## src/rtl/window_csel_pkg.sv

```systemverilog
package window_csel_pkg;
  localparam int NUM_WIN = 4;
  localparam int SEL_W = 3;
  localparam int IDX_W = SEL_W - 1;

  typedef struct packed {
    logic [NUM_WIN-1:0] lowWr;
    logic [NUM_WIN-1:0] highWr;
  } boundStrobe_t;
endpackage

```

## src/rtl/window_csel_ctrl.sv

```systemverilog
module window_csel_ctrl
  import window_csel_pkg::*;
(
  input  logic             cfgWe,
  input  logic [SEL_W-1:0] cfgSel,
  output boundStrobe_t     stb
);
  logic [IDX_W-1:0] winIdx;
  logic             pickHigh;

  assign winIdx   = cfgSel[SEL_W-1:1];
  assign pickHigh = cfgSel[0];

  for (genvar w = 0; w < NUM_WIN; w++) begin : g_dec
    logic hitWin;
    assign hitWin = cfgWe && (winIdx == IDX_W'(w));
    assign stb.lowWr[w]  = hitWin && !pickHigh;
    assign stb.highWr[w] = hitWin && pickHigh;
  end
endmodule

```

## src/rtl/window_csel_dp.sv

```systemverilog
module window_csel_dp
  import window_csel_pkg::*;
#(
  parameter int ADDR_W = 16,
  parameter logic [NUM_WIN-1:0][ADDR_W-1:0] LOW_INIT  = '0,
  parameter logic [NUM_WIN-1:0][ADDR_W-1:0] HIGH_INIT = '0
) (
  input  logic                           clk,
  input  logic                           rstN,
  input  boundStrobe_t                   stb,
  input  logic [ADDR_W-1:0]              wrData,
  input  logic [ADDR_W-1:0]              addr,
  output logic [NUM_WIN-1:0][ADDR_W-1:0] lowQ,
  output logic [NUM_WIN-1:0][ADDR_W-1:0] highQ,
  output logic [NUM_WIN-1:0]             csN
);
  for (genvar w = 0; w < NUM_WIN; w++) begin : g_win
    always_ff @(posedge clk) begin
      if (!rstN) begin
        lowQ[w] <= LOW_INIT[w];
      end else if (stb.lowWr[w]) begin
        lowQ[w] <= wrData;
      end
    end

    always_ff @(posedge clk) begin
      if (!rstN) begin
        highQ[w] <= HIGH_INIT[w];
      end else if (stb.highWr[w]) begin
        highQ[w] <= wrData;
      end
    end

    logic aboveLow, belowHigh;
    assign aboveLow  = (addr >= lowQ[w]);
    assign belowHigh = (addr <= highQ[w]);
    assign csN[w]    = ~(aboveLow & belowHigh);
  end
endmodule

```

## src/rtl/window_csel.sv

```systemverilog
module window_csel
  import window_csel_pkg::*;
#(
  parameter int ADDR_W = 16,
  parameter logic [ADDR_W-1:0] LOW0  = 'h0000,
  parameter logic [ADDR_W-1:0] HIGH0 = 'h6FFF,
  parameter logic [ADDR_W-1:0] LOW1  = 'h7000,
  parameter logic [ADDR_W-1:0] HIGH1 = 'h7003,
  parameter logic [ADDR_W-1:0] LOW2  = 'h7004,
  parameter logic [ADDR_W-1:0] HIGH2 = 'h7005,
  parameter logic [ADDR_W-1:0] LOW3  = 'h8000,
  parameter logic [ADDR_W-1:0] HIGH3 = 'hFFFF
) (
  input  logic              clk,
  input  logic              rstN,
  input  logic [ADDR_W-1:0] addr,
  input  logic              cfgWe,
  input  logic [2:0]        cfgSel,
  input  logic [ADDR_W-1:0] cfgData,
  output logic [3:0]        csN
);
  localparam logic [NUM_WIN-1:0][ADDR_W-1:0] LOW_INIT  = {LOW3, LOW2, LOW1, LOW0};
  localparam logic [NUM_WIN-1:0][ADDR_W-1:0] HIGH_INIT = {HIGH3, HIGH2, HIGH1, HIGH0};

  boundStrobe_t                   stb;
  logic [NUM_WIN-1:0][ADDR_W-1:0] lowQ;
  logic [NUM_WIN-1:0][ADDR_W-1:0] highQ;

  window_csel_ctrl ctrl_i (
    .cfgWe (cfgWe),
    .cfgSel(cfgSel),
    .stb   (stb)
  );

  window_csel_dp #(
    .ADDR_W   (ADDR_W),
    .LOW_INIT (LOW_INIT),
    .HIGH_INIT(HIGH_INIT)
  ) dp_i (
    .clk   (clk),
    .rstN  (rstN),
    .stb   (stb),
    .wrData(cfgData),
    .addr  (addr),
    .lowQ  (lowQ),
    .highQ (highQ),
    .csN   (csN)
  );
endmodule

```

## config.mk

```make
export PLATFORM = sky130hd
export DESIGN_NAME = window_csel
export DESIGN_NICKNAME = d
export VERILOG_FILES = /design/src/rtl/window_csel_pkg.sv /design/src/rtl/window_csel_ctrl.sv /design/src/rtl/window_csel_dp.sv /design/src/rtl/window_csel.sv
export SDC_FILE = /design/constraint.sdc
export NUM_CORES = 1
export LEC_CHECK = 0
export BUFFER_PORTS_ARGS = -buffer_cell sky130_fd_sc_hd__buf_4
export CORE_ASPECT_RATIO = 0.75
export CORE_MARGIN = 4
export CORE_UTILIZATION = 50
export DETAILED_ROUTE_END_ITERATION = 6
export HOLD_SLACK_MARGIN = 0.08
export PLACE_DENSITY = 0.67
export SYNTH_ARGS = -nofsm -noshare
export SYNTH_HDL_FRONTEND = slang
export SYNTH_SLANG_ARGS = --single-unit
```

## constraint.sdc

```tcl
create_clock -name clk -period 2.5 [get_ports clk]
set_clock_uncertainty 0.15 [all_clocks]
set_input_delay 0.375 -clock clk [delete_from_list [all_inputs] [get_ports clk]]
set_output_delay 0.375 -clock clk [all_outputs]
set_load 0.01 [all_outputs]
```

Yosys cells after proc, flatten, opt, wreduce, memory -nomap -nowiden --
Index checks and enable logic that the tools add are counted.
Storage, ports and cells: output and inout bits 4, input bits 38, flip-flop bits (word level) 128, logic and storage cells 41
Cells by class: $lt $le $gt $ge 8, bitwise gates (word level) 8, eq/ne operators 3, reduce and logical (&&, ||, !) cells 14
Operator list (number):
- greater-or-equal comparator 16 bit | 4
- <= comparator 16 bit | 4
- logical AND 1 bit | 12
- AND 1 bit | 4
- == test 2 bit (second input constant) | 2
- NOT 1 bit | 4
- == test 2 x 1 -> 1 bit (second input constant) | 1
- logical NOT 2 bit | 1
- logical NOT 1 bit | 1

Longest topological paths before layout --
Gate-level depths: netlist of run 1.
depth in word-level cells 3, gate-level depth with buffers 7, gate-level depth less buffers 7

Hierarchy --
A second synthesis of run 1 with hierarchy kept.
Second synthesis, totals: cells, all modules 881, area, all modules 7823.8 um^2
By module, submodules not included:
- window_csel_dp | times used 1, sequential area each 2562.5 um^2, area an instance 7727.4 um^2, cells each 873
- window_csel_ctrl | times used 1, sequential area each 0.0 um^2, area an instance 96.3 um^2, cells each 8

Worst setup path after synthesis of run 1 --
OpenSTA, ideal clock, no wires.
kind input-to-output, start point input addr[10], end point output csN[0], path buffers 0, arrival 1.721 ns, stages on the path 5, data required time 1.975 ns, path slack 0.254 ns, cell sequence ha_1 nand4_1 or4_1 or3_1 o2bb2ai_1
Between the ends: word-level cells in the longest chain between the ends 3, elaborated cells on any way between the ends 4, classes of those cells order compare (2); bitwise (2)
RTL lines:
- from (decl) | line window_csel.sv:16 | input logic [ADDR_W-1:0] addr,
- greater-or-equal comparator 16 bit / <= comparator 16 bit (equally long branches) | line window_csel_dp.sv:35, window_csel_dp.sv:36
- AND 1 bit * | line window_csel_dp.sv:37 | assign csN[w] = ~(aboveLow & belowHigh);
- NOT 1 bit * | line window_csel_dp.sv:37
- to (decl) | line window_csel.sv:20 | output logic [3:0] csN
Every way passes the cells marked *; elsewhere a longest branch is shown, timed or not.

Final worst setup path of run 1 --
start point register dp_i.highQ[5] (netlist bit), end point output csN[0]
Between the ends: word-level cells in the longest chain between the ends 3
RTL lines:
- from (decl) | line window_csel_dp.sv:14 | output logic [NUM_WIN-1:0][ADDR_W-1:0] highQ,
- from (signal, indexed assignment) | line window_csel_dp.sv:28 | highQ[w] <= HIGH_INIT[w];
- from (signal, indexed assignment) | line window_csel_dp.sv:30 | highQ[w] <= wrData;
- <= comparator 16 bit | line window_csel_dp.sv:36 | assign belowHigh = (addr <= highQ[w]);
- AND 1 bit | line window_csel_dp.sv:37
- NOT 1 bit | line window_csel_dp.sv:37
Every way passes these cells.

==> results of run 1 <==
## per-layer routing
layer	GRT usage, %	vias up
met5	0	-
met4	10.5	0
met3	6.30	49
met2	46.2	214
met1	36.1	3334
li1	-	3504
## state kept, by name (all words and copies together) (netlist names)
register    cells
dp_i.lowQ      64
dp_i.highQ     64
## final timing paths
path / cells past startpoint / to / slack, ns
hold reg to reg: 2 / dp_i.lowQ[42]$_SDFFE_PN0P_ / 0.31
setup / recovery: 8 / csN[0] / -0.33
setup reg to reg: 3 / dp_i.highQ[23]$_SDFFE_PN0P_ / 1.62
hold / removal: 3 / dp_i.highQ[37]$_SDFFE_PN0P_ / 0.1
## cells in the final DEF, fill, tap and decap left out, types with 2 or more instances in the layout
cell type,instances
nand2_1,242
buf_4,112
inv_1,103
dfxtp_1,96
ha_1,91
a21boi_0,79
o211ai_1,45
ha_4,36
dfxtp_2,32
a21oi_1,29
inv_2,25
nand3_1,17
nor2_1,17
clkbuf_16,17
a21oi_2,16
nand4_1,15
nor2_2,8
nor2b_1,7
clkinvlp_4,6
o21ai_0,6
o21ai_1,6
nand2_2,5
a21o_1,5
o21ai_2,5
clkinv_2,5
buf_12,5
o21a_1,4
buf_6,4
a211oi_2,3
nor3_4,3
nand2b_1,3
bufinv_16,3
nand2_4,2
a211oi_1,2
and4_4,2
a221oi_2,2
o221a_4,2
o32ai_2,2
clkinv_4,2
## timing repair
| action | 4_1_cts | 5_1_grt |
|---|---|---|
| endpoints found under the setup margin | 4 | 4 |
| pin swaps | 43 | 19 |
| gates resized for setup | 150 | 35 |
| hold endpoints to repair | 2 | 0 |
| buffers inserted | 1 | 6 |
| hold buffers | 1 | 0 |
## logic make-up (layout without fill, tap and decap cells)
logic type / after synthesis / after routing
AOI/OAI and AO/OA: 219 / 219
adders and majority gates: 128 / 128
DFF: 128 / 128
buffers and inverters: 182 / 283
and+or+nand+nor: 332 / 332
## power by group through the flow
stage | Sequential [uW] | Clock, uW | Combinational (uW)
2_1_floorplan | 2150 | 0 | 417
3_3_place_gp | 2160 | 0 | 734
3_5_place_dp | 2160 | 0 | 744
4_1_cts | 2120 | 2590 | 876
5_1_grt | 2120 | 2680 | 1030
6_report | 2120 | 2550 | 939
## per-stage QoR
step                area, sq um  setup slack (ns)  utilization [%]  setup TNS (ns)  std cells
global route              10300            -0.414             67.2           -1.16       1295
global placement           8750            -0.196             57.3          -0.611       1257
floorplan                  7820             0.254                -               0        989
CTS                       10100            -0.342             66.0          -0.898       1289
detailed placement         8750            -0.239             57.3          -0.710       1257
finish                    10300            -0.328             67.2          -0.876       1295
## layout make-up
type	count	area, sq um
Multi-Input combinational cell	679	5320
Fill cell	1223	5010
Sequential cell	128	2600
Timing Repair Buffer	122	996
Inverter	129	488
Clock buffer	17	425
Tap cell	205	256
Clock inverter	15	170
## critical path: stages (launching register included)
cell       delay [ns]
dfxtp_2          0.31
inv_2            0.07
ha_4             0.21
a21oi_1          0.20
o21ai_0          0.20
a221oi_1         0.37
o221ai_1         0.21
o2bb2ai_2        0.16
buf_4            0.14
==> results by group, run 1 <==
Worst setup path
  • Critical-path maximum fanout: 2
  • CP startpoint: dp_i.highQ[5]$_SDFFE_PN1P_
  • Crit. End Element: output pin
  • Reg-to-reg startpoint: dp_i.highQ[23]$_SDFFE_PN0P_
  • CP Data Required Time: 1.98 ns
  • Crit path arrival time: 2.30 ns
  • Startpoint class of the critical path: register
  • Critical path type: register to output pin

Synth
  • Synth Area in Simple Gates: 17.8%
  • Main flop type after synthesis: dfxtp_1
  • Post-synthesis adder-cell area fraction: 20.5%
  • Synth area leader: dfxtp_1
  • Top cells by count, synth: nand2_1, inv_1, dfxtp_1, ha_1, a21boi_0
  • Top cell type's share of synthesized area: 32.8%
  • Synth async-reset ratio: 0%
  • Seq cells post-synth: 128
  • Count leader, synth: nand2_1
  • Post-Synthesis Cells: 989
  • Mapped Area: 7820 sq um
  • Post-synthesis sequential area ratio: 32.8%
  • Syn Nets: 1155
  • Post-synth EDFFs: 0
  • Post-synthesis compound-gate area fraction: 19.3%
  • Synth area leaders: dfxtp_1, ha_1, nand2_1
  • Syn avg cell area: 7.91 sq um
  • Yosys cell types: 38
  • Mux contribution to synthesized area: 0%
  • Combinational family with the most area after synthesis: adder cells
  • Post-synthesis xor/xnor area fraction: 0%
  • Number of warnings issued by yosys: 0

Finish
  • Antenna Cells: 0
  • Area grow syn2layout: 31.2%
  • Share of cells above drive strength 1: 29.0%
  • NumNets Final: 1243

Clocking
  • # H-tree levels: 4
  • Clock transition at the registers of the reported paths: 0.06 ns
  • TritonCTS clock tree: done
  • CTS buffer count: 17
  • Clock Tree Buf Depth: 2
  • Root Driver: clkbuf_16
  • Clock Latency Late Sink: 0.43 ns
  • CTS sink cnt: 128

Min path
  • Hold crit path type: primary input to register
  • Hold_sp: cfgData[5]

Floorplan
  • Die area: 17700 sq um
  • Placement Rows: 39
  • Core outline area: 15300 sq um
  • Die height: 116 um
  • Die width: 152 um
  • Starting Density: 51.2%
  • I/O Pins: 42

Placed design
  • DP Wirelength: 15900 um
  • Placer Congestion: 0.882
  • Input/output buffers: 41

STA
  • Max Clk Rate: 0.354 GHz
  • Min Hold Slack: 0.0979 ns
  • Final setup vio count: 4
  • Max-slew violation count: 0
  • Fin. Hold Viols: 0
  • Period utilization: 113%
  • Final worst slack: -0.328 ns
  • Slew headroom: 47.4%
  • Tmin final: 2.83 ns
  • RSZ-0062 raised after global routing: true
  • Worst slew pin tran: 0.786 ns

Pwr
  • Switch share: 27.4%
  • PD cells: 547 nW/um^2
  • Lkg Pwr: 0.00415 uW
  • Gate power share: 16.7%
  • Clock network power share: 45.5%
  • Switch Pwr: 1540 uW
  • Total power: 5610 uW
  • Peak VDD IR: 0.453 mV
  • Part of the power in registers: 37.8%
  • Pint: 4070 uW

Run status
  • Failing checks: negative setup slack
  • Status: finished, violations left

Route
  • DR WL/cell: 18.4 um
  • DRT Wirelength: 23800 um
  • DR WL met2: 11000 um
  • DRC marker count from the first detailed-route iteration: 491
  • Drt pass-1 iters: 5
  • DRC Markers: 0
  • DR vias/cell: 5.48
  • Vias post-DR: 7101
  • Top routing layer used: met4
  • Met1 wire length: 10600 um
  • WL met3: 1660 um
  • Antenna Nets Post-Route: 0

Global routing
  • Vias in the first global route: 7303
  • Initial antenna violation count: 0
  • First-pass GRT wire length: 38400 um
  • Global-route usage over all layers: 27.9%
  • Largest net degree at the start of global routing: 87
  • GR Overflow Total: 0

Job
  • MaxCap Viol Count: 0
Note: power is estimated with default switching activity, not from simulation.
==> run 2: changes to the inputs <==
--- a/config.mk
+++ b/config.mk
@@ -5,13 +5,13 @@
 export SDC_FILE = /design/constraint.sdc
 export NUM_CORES = 1
 export LEC_CHECK = 0
-export BUFFER_PORTS_ARGS = -buffer_cell sky130_fd_sc_hd__buf_4
 export CORE_ASPECT_RATIO = 0.75
 export CORE_MARGIN = 4
 export CORE_UTILIZATION = 50
 export DETAILED_ROUTE_END_ITERATION = 6
+export DONT_BUFFER_PORTS = 1
 export HOLD_SLACK_MARGIN = 0.08
-export PLACE_DENSITY = 0.67
+export PLACE_DENSITY = 0.68
 export SYNTH_ARGS = -nofsm -noshare
 export SYNTH_HDL_FRONTEND = slang
 export SYNTH_SLANG_ARGS = --single-unit
==> constraint.sdc (replaced) <==
create_clock -name clk -period 2.6 [get_ports clk]
set_clock_uncertainty 0.15 [all_clocks]
set_input_delay 0.39 -clock clk [delete_from_list [all_inputs] [get_ports clk]]
set_output_delay 0.39 -clock clk [all_outputs]
set_load 0.01 [all_outputs]
==> results by group, run 2 (synthesis results as in run 1) <==
Route
  • DRC marker count from the first detailed-route iteration: 458
  • Antenna Nets Post-Route: 0
  • DR WL/cell: 18.8 um
  • DR vias/cell: 5.54
  • Drt pass-1 iters: 5
  • DRT Wirelength: 22800 um
  • Vias post-DR: 6718
  • DRC Markers: 0

Finish
  • Core Util, Final: 62.5%
  • NumNets Final: 1158
  • Filler Cell Count: 1341
  • Multi-input gate area: 5270 sq um
  • Share of cells above drive strength 1: 20.1%
  • Area grow syn2layout: 22.2%
  • Commonest non-fill, non-tap cell in the layout: nand2_1
  • Most frequent cells in the layout: nand2_1, inv_1, ha_1
  • Sequential Area: 2610 sq um
  • Biggest regs: dp_i.highQ (64), dp_i.lowQ (64)

Global routing
  • Initial antenna violation count: 1
  • Largest net degree at the start of global routing: 129
  • GR Overflow Total: 0
  • Global-route usage over all layers: 26.2%
  • Vias in the first global route: 6725
  • First-pass GRT wire length: 36200 um

STA
  • Tmin final: 2.77 ns
  • Period utilization: 106%
  • Final setup vio count: 3
  • Slew headroom: 47.5%
  • Max-slew violation count: 0
  • Setup TNS: -0.379 ns
  • RSZ-0062 raised after global routing: true
  • Final worst slack: -0.168 ns
  • Min Hold Slack: 0.202 ns
  • Max Clk Rate: 0.361 GHz
  • Worst slew pin tran: 0.786 ns
  • Fin. Hold Viols: 0

Clocking
  • Clock Latency Late Sink: 0.41 ns
  • # H-tree levels: 4
  • Clock transition at the registers of the reported paths: 0.06 ns
  • TritonCTS clock tree: done
  • Clock Tree Buf Depth: 2
  • Root Driver: clkbuf_16
  • CTS buffer count: 17
  • CTS sink cnt: 128

Worst setup path
  • Crit path arrival time: 2.23 ns
  • Critical path type: register to output pin
  • Startpoint class of the critical path: register
  • CP Data Required Time: 2.06 ns
  • Crit. End Element: output pin
  • Critical-path maximum fanout: 2

Placed design
  • DP Worst Slack: -0.0713 ns
  • Input/output buffers: 0
  • DP Wirelength: 14600 um
  • Placer Congestion: 0.854

Floorplan
  • Die area: 17700 sq um
  • Die height: 116 um
  • Core outline area: 15300 sq um
  • Die width: 152 um
  • Starting Density: 51.2%
  • Placement Rows: 39
  • I/O Pins: 42

Pwr
  • Gate power share: 13.8%
  • PD cells: 540 nW/um^2
  • Peak VDD IR: 0.492 mV
  • Pint: 3750 uW
  • Switch Pwr: 1410 uW
  • Part of the power in registers: 39.5%
  • Switch share: 27.3%
  • Lkg Pwr: 0.00374 uW
  • Clock network power share: 46.7%

Min path
  • Hold crit path type: primary input to register

Run status
  • Status: finished, violations left
  • Failing checks: negative setup slack

Job
  • MaxCap Viol Count: 0
-- run 2: changes by cell type in the layout (fill, tap and decap cells not counted), moves of 4 or more --
cell / delta
a21oi_1: +4
a21oi_2: -4
buf_12: -5
buf_4: -95
clkinvlp_4: -4
dlygate4sd3_1: +16
ha_1: +4
inv_1: +4
inv_6: +5
-- run 2: worst paths after layout --
kind                                     from                          end  slack (ns)  cells past startpoint
setup reg to reg  dp_i.highQ[16]$_SDFFE_PN1P_  dp_i.highQ[16]$_SDFFE_PN1P_        1.30                      3
hold reg to reg     dp_i.lowQ[7]$_SDFFE_PN0P_    dp_i.lowQ[7]$_SDFFE_PN0P_        0.31                      2
hold / removal                      cfgSel[2]   dp_i.highQ[0]$_SDFFE_PN1P_        0.20                      4
setup / recovery  dp_i.highQ[13]$_SDFFE_PN1P_                       csN[0]       -0.17                      6
-- run 2: through the flow --
stage          power, uW  instances  instance area [sq um]
2_1_floorplan       2470        989                   7820
3_3_place_gp        2540       1158                   7940
3_5_place_dp        2550       1158                   7940
4_1_cts             5120       1208                   9300
5_1_grt             5380       1211                   9550
6_report            5160       1212                   9550
-- run 2: worst max-delay path, cell delays in order (launching register included) --
cell,delay [ns]
dfxtp_2,0.33
inv_2,0.05
ha_4,0.26
nand4_1,0.16
or4_4,0.48
or3_4,0.38
o2bb2ai_4,0.15
-- run 2: final cells by class --
class | count | area share (%)
Timing Repair Buffer | 37 | 3.64
Inverter | 129 | 5.07
Clock buffer | 17 | 4.45
Clock inverter | 15 | 1.68
Antenna cell | 2 | 0.0524
Tap cell | 205 | 2.69
Multi-Input combinational cell | 679 | 55.2
Sequential cell | 128 | 27.3
-- run 2: power by group through the flow --
| stage | Clock [uW] | Combinational [uW] | Sequential [uW] |
|---|---|---|---|
| 3_3_place_gp | 0 | 462 | 2070 |
| 6_report | 2410 | 714 | 2040 |
| 3_5_place_dp | 0 | 473 | 2080 |
| 5_1_grt | 2550 | 792 | 2040 |
| 2_1_floorplan | 0 | 401 | 2070 |
| 4_1_cts | 2430 | 656 | 2030 |
-- run 2: routing by layer --
metal	GRT usage, %	share of wire (%)
met1	34.8	47
met2	42.5	45
met3	7.19	6.5
met4	7.07	1.9
met5	0	0
-- run 2: repair_timing --
item	4_1_cts	5_1_grt
setup endpoints to repair	4	4
pin swaps	33	32
gates resized for setup	115	55
endpoints found under the hold margin	128	0
setup buffers	1	2
hold buffers	18	0
